### src/rtl/tlbsd_pkg.sv
package tlbsd_pkg;
  localparam int WORD_W = 64;
  localparam int PID_W  = 20;

  localparam int OFS_LAUNCH = 'h00;
  localparam int OFS_AVA    = 'h08;
  localparam int OFS_STAT   = 'h10;

  typedef enum logic [2:0] {
    ST_IDLE, ST_AVA, ST_LAUNCH, ST_CHECK, ST_POLL, ST_DONE, ST_TMO
  } seq_state_t;

  function automatic logic [2:0] page_code(input logic [WORD_W-1:0] bytes);
    case (bytes)
      64'h0000_0000_0000_1000: page_code = 3'b000;
      64'h0000_0000_0020_0000: page_code = 3'b001;
      64'h0000_0000_4000_0000: page_code = 3'b010;
      default:                 page_code = 3'b101;
    endcase
  endfunction

  function automatic logic [WORD_W-1:0] ava_word(input logic [WORD_W-1:0] va);
    ava_word = va & ~64'hFFF;
  endfunction

  function automatic logic [WORD_W-1:0] launch_word(
      input logic [PID_W-1:0] pid, input logic by_pid, input logic [2:0] code);
    logic [WORD_W-1:0] w;
    w = (64'h1 << 63) | (64'h2 << 61) | (64'h1 << 50);
    w = w | ({62'd0, 1'b0, by_pid} << 51);
    w = w | ({61'd0, code} << 46);
    w = w | ({44'd0, pid} << 25);
    w = w | ({63'd0, by_pid} << 22);
    launch_word = w;
  endfunction
endpackage

### src/rtl/tlbsd_cmd_fmt.sv
module tlbsd_cmd_fmt
  import tlbsd_pkg::*;
(
  input  logic [PID_W-1:0]  pid,
  input  logic [WORD_W-1:0] va,
  input  logic [WORD_W-1:0] pgsize,
  output logic              need_ava,
  output logic [WORD_W-1:0] ava_data,
  output logic [WORD_W-1:0] launch_data
);
  logic by_pid;

  assign by_pid      = (va == '0);
  assign need_ava    = !by_pid;
  assign ava_data    = ava_word(va);
  assign launch_data = launch_word(pid, by_pid, page_code(pgsize));
endmodule

### src/rtl/tlbsd_poll_timer.sv
module tlbsd_poll_timer #(
  parameter int LIMIT = 1024
) (
  input  logic clk,
  input  logic rst_n,
  input  logic start,
  output logic expired
);
  localparam int CW = $clog2(LIMIT + 1);
  localparam logic [CW-1:0] LIM = CW'(LIMIT);

  logic [CW-1:0] cnt;

  always_ff @(posedge clk) begin
    if (!rst_n)          cnt <= '0;
    else if (start)      cnt <= '0;
    else if (cnt != LIM) cnt <= cnt + 1'b1;
  end

  assign expired = (cnt == LIM);
endmodule

### src/rtl/tlbsd_seq.sv
module tlbsd_seq
  import tlbsd_pkg::*;
#(
  parameter int ADDR_W      = 8,
  parameter int TIMEOUT_CYC = 1024
) (
  input  logic              clk,
  input  logic              rst_n,
  input  logic              req_valid,
  output logic              req_ready,
  input  logic [19:0]       req_pid,
  input  logic [63:0]       req_addr,
  input  logic [63:0]       req_pgsize,
  output logic              done,
  output logic              timeout,
  output logic [63:0]       last_status,
  output logic              bus_req,
  output logic              bus_we,
  output logic [ADDR_W-1:0] bus_ofs,
  output logic [63:0]       bus_wdata,
  input  logic              bus_ack,
  input  logic [63:0]       bus_rdata
);
  localparam logic [ADDR_W-1:0] A_LAUNCH = ADDR_W'(OFS_LAUNCH);
  localparam logic [ADDR_W-1:0] A_AVA    = ADDR_W'(OFS_AVA);
  localparam logic [ADDR_W-1:0] A_STAT   = ADDR_W'(OFS_STAT);

  seq_state_t st, st_nx;
  logic        need_ava_c, need_ava_q;
  logic [63:0] ava_c, ava_q, launch_c, launch_q;

  // named internal events
  logic accept, ava_ack, launch_ack, stat_ack, stat_pending, tmr_expired;

  tlbsd_cmd_fmt u_fmt (
    .pid        (req_pid),
    .va         (req_addr),
    .pgsize     (req_pgsize),
    .need_ava   (need_ava_c),
    .ava_data   (ava_c),
    .launch_data(launch_c)
  );

  tlbsd_poll_timer #(.LIMIT(TIMEOUT_CYC)) u_tmr (
    .clk    (clk),
    .rst_n  (rst_n),
    .start  (launch_ack),
    .expired(tmr_expired)
  );

  assign accept       = req_valid && req_ready;
  assign ava_ack      = (st == ST_AVA) && bus_ack;
  assign launch_ack   = (st == ST_LAUNCH) && bus_ack;
  assign stat_ack     = (st == ST_POLL) && bus_ack;
  assign stat_pending = bus_rdata[63];

  always_comb begin
    st_nx = st;
    case (st)
      ST_IDLE:   if (accept) st_nx = need_ava_c ? ST_AVA : ST_LAUNCH;
      ST_AVA:    if (ava_ack) st_nx = ST_LAUNCH;
      ST_LAUNCH: if (launch_ack) st_nx = ST_CHECK;
      ST_CHECK:  st_nx = tmr_expired ? ST_TMO : ST_POLL;
      ST_POLL:   if (stat_ack) st_nx = stat_pending ? ST_CHECK : ST_DONE;
      ST_DONE:   st_nx = ST_IDLE;
      ST_TMO:    st_nx = ST_IDLE;
      default:   st_nx = ST_IDLE;
    endcase
  end

  always_ff @(posedge clk) begin
    if (!rst_n) begin
      st          <= ST_IDLE;
      need_ava_q  <= 1'b0;
      ava_q       <= '0;
      launch_q    <= '0;
      last_status <= '0;
    end else begin
      st <= st_nx;
      if (accept) begin
        need_ava_q <= need_ava_c;
        ava_q      <= ava_c;
        launch_q   <= launch_c;
      end
      if (stat_ack) last_status <= bus_rdata;
    end
  end

  assign req_ready = (st == ST_IDLE);
  assign done      = (st == ST_DONE);
  assign timeout   = (st == ST_TMO);
  assign bus_req   = (st == ST_AVA) || (st == ST_LAUNCH) || (st == ST_POLL);
  assign bus_we    = (st == ST_AVA) || (st == ST_LAUNCH);

  always_comb begin
    case (st)
      ST_AVA:  bus_ofs = A_AVA;
      ST_POLL: bus_ofs = A_STAT;
      default: bus_ofs = A_LAUNCH;
    endcase
  end

  assign bus_wdata = (st == ST_AVA) ? ava_q : (st == ST_LAUNCH) ? launch_q : '0;

  logic unused_ok;
  assign unused_ok = need_ava_q;
endmodule

### config.mk
export PLATFORM = sky130hd
export DESIGN_NAME = tlbsd_seq
export DESIGN_NICKNAME = d
export VERILOG_FILES = /design/src/rtl/tlbsd_pkg.sv /design/src/rtl/tlbsd_cmd_fmt.sv /design/src/rtl/tlbsd_poll_timer.sv /design/src/rtl/tlbsd_seq.sv
export SDC_FILE = /design/constraint.sdc
export NUM_CORES = 1
export LEC_CHECK = 0
export ABC_CLOCK_PERIOD_IN_PS = 1910
export BUFFER_PORTS_ARGS = -buffer_cell sky130_fd_sc_hd__buf_2
export CORE_UTILIZATION = 40
export CTS_CLUSTER_DIAMETER = 150
export DETAILED_ROUTE_END_ITERATION = 8
export PLACE_DENSITY = 0.79
export SYNTH_ARGS = -nofsm -noshare
export SYNTH_HDL_FRONTEND = slang
export SYNTH_HIERARCHICAL = 1
export SYNTH_SLANG_ARGS = --single-unit
### constraint.sdc
create_clock -name clk -period 1.91 [get_ports clk]
set_input_delay 0.0955 -clock clk [delete_from_list [all_inputs] [get_ports clk]]
set_output_delay 0.0955 -clock clk [all_outputs]
set_load 0.02 [all_outputs]
==> Word level (Yosys, flattened, before mapping) <==
Cells that the tools add are included.
{ "op_classes": {"add_sub_neg": 1, "n_eq_ne": 15, "muxes": 12, "n_bitwise": 4, "n_reduce_logical": 10} }
{ "op_table": {"columns": ["cell", "count"], "rows": [
  ["two-way mux 64 bit", 2],
  ["equality test 64 x 13 -> 1 bit (second input constant)", 1],
  ["equality test 64 x 22 -> 1 bit (second input constant)", 1],
  ["equality test 64 x 31 -> 1 bit (second input constant)", 1],
  ["zero test 64 bit", 1],
  ["OR 64 x 23 -> 64 bit", 1],
  ["OR 64 x 45 -> 64 bit", 1],
  ["OR 64 x 49 -> 64 bit", 1],
  ["two-way mux 3 bit", 5],
  ["one-hot mux 3 bit (5 select lines)", 1],
  ["adder 11 x 1 -> 11 bit (second input constant)", 1],
  ["equality test 11 bit (second input constant)", 1],
  ["!= test 11 bit (second input constant)", 1],
  ["one-hot mux 5 bit (2 select lines)", 1],
  ["equality test 3 bit (second input constant)", 3],
  ["one-hot mux 3 bit (3 select lines)", 1],
  ["equality test 3 x 2 -> 1 bit (second input constant)", 2],
  ["!= test 2 bit (second input constant)", 3],
  ["logical AND 1 bit", 4],
  ["two-way mux 2 bit", 2],
  ["AND reduction 4 bit", 1],
  ["equality test 3 x 1 -> 1 bit (second input constant)", 1],
  ["zero test 3 bit", 1],
  ["logical OR 1 bit", 2],
  ["other kinds (3)", 3]
]} }
{ "totals": {"register_bits": 194} }

==> Logic depth before layout (Yosys ltp) <==
{ "depth": {"ltp_word": 5, "mapped_depth": 7} }

==> Cells and area by module <==
The synthesis kept the hierarchy.
{ "by_module_without_submodules": {"columns": ["module", "instances", "cells_per_inst", "area_each_um2"], "rows": [
  ["tlbsd_seq", 1, 959, 8161.6],
  ["tlbsd_cmd_fmt", 1, 177, 1270.0],
  ["tlbsd_poll_timer", 1, 64, 559.3]
]} }

==> Worst setup path before layout <==
No wires, ideal clock.
{ "synth_path": {"path_type": "reg2reg", "from": "register st[2]", "to": "register u_tmr.cnt[2]", "setup_time_ns": 0.075, "arrival_ns": 1.579, "setup_slack_ns": 0.256, "stages_incl_launch_ff": 8, "path_cell_list": "dfxtp_1 > buf_4 > nor2_1 > and3_1 > nand2b_1 > clkbuf_1 > or3_2 > o22ai_1"} }
{ "synth_via": {"elab_chain_cells": 3} }
{ "synth_lines": {"columns": ["element", "line", "text"], "rows": [
  ["from (decl)", "tlbsd_seq.sv:28", "seq_state_t st, st_nx;"],
  ["from (signal assigned)", "tlbsd_seq.sv:79", "st <= st_nx;"],
  ["equality test 3 x 2 -> 1 bit", "tlbsd_seq.sv:53", "assign launch_ack = (st == ST_LAUNCH) && bus_ack;"],
  ["logical AND 1 bit", "tlbsd_seq.sv:53", null],
  ["via launch_ack", "tlbsd_seq.sv:33", "logic accept, ava_ack, launch_ack, stat_ack, stat_pending, tmr_expired;"],
  ["OR reduction 2 bit (no line)", null, null],
  ["to (signal assigned)", "tlbsd_poll_timer.sv:17", "else if (cnt != LIM) cnt <= cnt + 1'b1;"],
  ["to (decl)", "tlbsd_poll_timer.sv:12", "logic [CW-1:0] cnt;"]
]} }
The timed path passes the listed nets, and every way through them passes these cells.
A chain may end at the register's enable or synchronous reset.

==> Final worst setup path <==
{ "layout_path": {"from": "input req_addr[60]", "to": "register st[1]"} }
{ "layout_via": {"elab_chain_cells": 4} }
{ "layout_lines": {"columns": ["element", "line", "text"], "rows": [
  ["from (decl)", "tlbsd_seq.sv:12", "input logic [63:0] req_addr,"],
  ["zero test 64 bit", "tlbsd_cmd_fmt.sv:13", "assign by_pid = (va == '0);"],
  ["two-way mux 2 bit", "tlbsd_seq.sv:60", "ST_IDLE: if (accept) st_nx = need_ava_c ? ST_AVA : ST_LAUNCH;"],
  ["two-way mux 3 bit", "tlbsd_seq.sv:60", null],
  ["one-hot mux 3 bit (5 select lines)", "tlbsd_seq.sv:59", "case (st)"]
]} }
Every way passes these cells. The select of a mux whose other input is x is not followed.

==> summary.txt <==
Flow run
  – Max Cap Viol: 0

Global routing
  – Vias in the first global route: 9210
  – Initial antenna violation count: 3
  – Global-route wire length before repair: 47.5 mm
  – GRT Overall Usage: 23.0%
  – Grt ovf: 0
  – Pin count of the biggest net entering global routing: 114

Critical path
  – Crit path largest cell delay: 0.56 ns
  – Critical path startpoint category: input pin
  – WP data required: 2.33 ns
  – CP max FO: 3
  – Worst Reg-to-Reg Cells: 7
  – Crit-path most repeated cell: nand4_1
  – Top delay family on crit path: simple AND/OR/NAND/NOR gates
  – Worst R2R Start: st[0]
  – CP Depth: 8
  – Endpoint type of the worst setup path: register
  – Worst path cell trace: dlygate4sd3_1, buf_2, nor4_1, nand4_1, or4_4, or4b_4, nand4_1, mux2i_1
  – Critical path startpoint: req_addr[60]
  – Bufs and invs on worst path: 2
  – Worst Path Arrival: 2.34 ns
  – Slowest cell on crit path: dlygate4sd3_1
  – Setup Crit Path Kind: input pin to register

STA
  – Setup TNS: -0.00978 ns
  – Setup-failing EPs final: 2
  – Final Cycle Share: 100%
  – Peak Freq: 522 MHz
  – Final worst clock skew: 0.0112 ns
  – Final worst slack: -0.00724 ns
  – Crit path time final: 1.92 ns
  – Final Hold Fails: 0
  – Slew Viols, Final: 0
  – RSZ-0062 raised after global routing: yes
  – Hold_ws: 0.0145 ns

Clock tree
  – Worst-Skew Late Latency: 0.51 ns
  – Reg clk slew, reported paths: 0.06 ns
  – CTS tree: done
  – Clock sinks: 206
  – CTS buffer count: 23
  – Max Buffers Root-to-Sink: 3
  – Clock Tree Root: clkbuf_16
  – H-tree Lvls: 1

Synth
  – Sequential-to-total area share from yosys stat: 41.3%
  – Synth Flop Type: dfxtp_1
  – Fraction of registers with async set/reset: 0%
  – Syn Std Cell Area: 9990 µm²
  – Avg Cell Area, Syn: 8.33 µm²
  – FF+latch count, synth: 206
  – EDFF count, synth: 0
  – Cells after synthesis: 1200
  – Synth Warn #: 6
  – Synth unique cells: 53

Routing
  – Routed Antenna Nets: 0
  – Via Count: 9678
  – Total wire length: 32.3 mm
  – Drt initial violations: 699
  – Avg WL per Cell: 16.7 µm
  – First drt pass iteration count: 6
  – DR DRC count: 0
  – Via density: 5.00

Hold path
  – Hold Startpoint: req_pgsize[12]
  – Path category of the worst min-delay check: input pin to register
  – Worst Hold Depth: 4

Floorplan
  – # rows: 57
  – Die area: 25600 µm²
  – Initial core utilization: 41.0%
  – # IOs: 357
  – Die H: 160 µm
  – Core area: 24400 µm²
  – Die width: 160 µm

Status
  – Status: finished with violations
  – Failing checks: setup timing

Power
  – Power Density: 873 nW/µm²
  – P_leak: 6.10 nW
  – VDD IR max: 0.542 mV

Finish
  – Total Nets Final: 1813
  – Fillcell total: 2015
  – Most frequent cells in the layout: nand2_1 (396), buf_2 (283), dfxtp_1 (203), a21boi_1 (180), dlygate4sd3_1 (135)
  – Area grow syn2layout: 40.8%
  – Share of cells above drive strength 1: 28.3%
  – Most common cell after layout, fill and taps aside: nand2_1

Place
  – Routability congestion estimate: 0.863
  – Post-DP HPWL: 18.4 mm
  – I/O Buffers: 350
[repair_timing]
action / CTS / global route
endpoints found under the hold margin: 137 / 0
hold buffers: 137 / 0
gates cloned: 3 / 3
endpoints found under the setup margin: 66 / 74
pin swaps: 2 / 13
setup buffers: 10 / 1
resized for setup: 54 / 91
[stage by stage]
| step | power [W] | utilization [%] | setup WS [ns] | instances | instance area, µm² |
|---|---|---|---|---|---|
| floorplan | 0.00667 | - | 0.256 | 1254 | 10200 |
| global placement | 0.00725 | 46.2 | -0.0453 | 1745 | 11300 |
| detailed placement | 0.00729 | 46.2 | -0.0919 | 1745 | 11300 |
| CTS | 0.0122 | 56.2 | -0.0213 | 1935 | 13700 |
| global route | 0.0128 | 57.7 | -0.0697 | 1937 | 14100 |
| finish | 0.0123 | 57.7 | -0.00724 | 1937 | 14100 |
[path summary, 6_finish.rpt]
check / slack [ns] / to
max: -0.007 / st[1]
min: 0.01 / launch_q[48]
max reg2reg: 0.09 / ava_q[42]
min reg2reg: 0.45 / last_status[43]
[layer usage]
metal / global-route usage, % / vias to the layer above / part of all wire [%] / wire (µm)
li1: - / 4640 / - / -
met1: 25.0 / 4499 / 38 / 12400
met2: 43.4 / 440 / 51 / 16600
met3: 3.79 / 99 / 6.3 / 2020
met4: 10.2 / 0 / 4.2 / 1350
met5: 0 / - / 0 / 0
[logic make-up after synthesis]
group                      Yosys count  share of synthesized area [%]
and+or+nand+nor                    485                           21.0
muxes                                4                          0.401
adders and majority gates            2                          0.250
DFF                                206                           41.3
other                                3                          0.113
AOI/OAI and AO/OA                  277                           21.4
buffers and inverters              219                           15.3
xor gates and xnor gates             4                          0.351
[tightest hold or removal path: stages]
cell and delay (ns):
buf_2 0.11, o211ai_1 0.10, nand2_1 0.09, a21boi_1 0.07
[power breakdown]
group          switching, W  internal [W]  total (W)
logic               0.00167       0.00140    0.00307
registers          0.000209       0.00465    0.00486
clock network       0.00177       0.00258    0.00435
[sequential cells by signal, summed over array words and instances, names as in the netlist]
name and cells:
u_tmr/cnt 11, launch_q 64, st 3, last_status 64, ava_q 64
[layout make-up]
type	count	area, µm²	share of cell area, %
Antenna cell	3	7.51	0.0534
Clock buffer	34	637	4.53
Clock inverter	6	87.6	0.623
Inverter	5	18.8	0.133
Multi-Input combinational cell	829	4690	33.3
Sequential cell	206	4140	29.4
Tap cell	324	405	2.88
Timing Repair Buffer	530	4090	29.0
[cells in the mapped netlist, types with 2 or more instances]
| cell type | instances | area share, % |
|---|---|---|
| a211oi_1 | 2 | 0.15 |
| nand4_1 | 10 | 0.63 |
| a21boi_1 | 180 | 14 |
| conb_1 | 3 | 0.11 |
| xor2_1 | 3 | 0.26 |
| nor3_1 | 3 | 0.15 |
| nor4b_1 | 2 | 0.18 |
| buf_4 | 136 | 10 |
| mux2i_1 | 4 | 0.40 |
| nand3_1 | 5 | 0.25 |
| a21oi_1 | 5 | 0.25 |
| or4_1 | 2 | 0.15 |
| o31ai_1 | 2 | 0.15 |
| nor4_1 | 32 | 2.0 |
| clkbuf_1 | 29 | 1.1 |
| nand3b_1 | 2 | 0.15 |
| or3_1 | 3 | 0.19 |
| a31oi_1 | 2 | 0.13 |
| nand2_1 | 398 | 15 |
| nand2b_1 | 4 | 0.25 |
| buf_6 | 21 | 2.4 |
| o21ai_0 | 4 | 0.20 |
| and2_1 | 2 | 0.13 |
| nor2_1 | 6 | 0.23 |
| dfxtp_1 | 206 | 41 |
| a21boi_0 | 13 | 0.98 |
| ha_1 | 2 | 0.25 |
| a22o_1 | 64 | 5.6 |
| buf_2 | 28 | 1.4 |
| inv_1 | 4 | 0.15 |
Power figures use the tool's default switching activity.
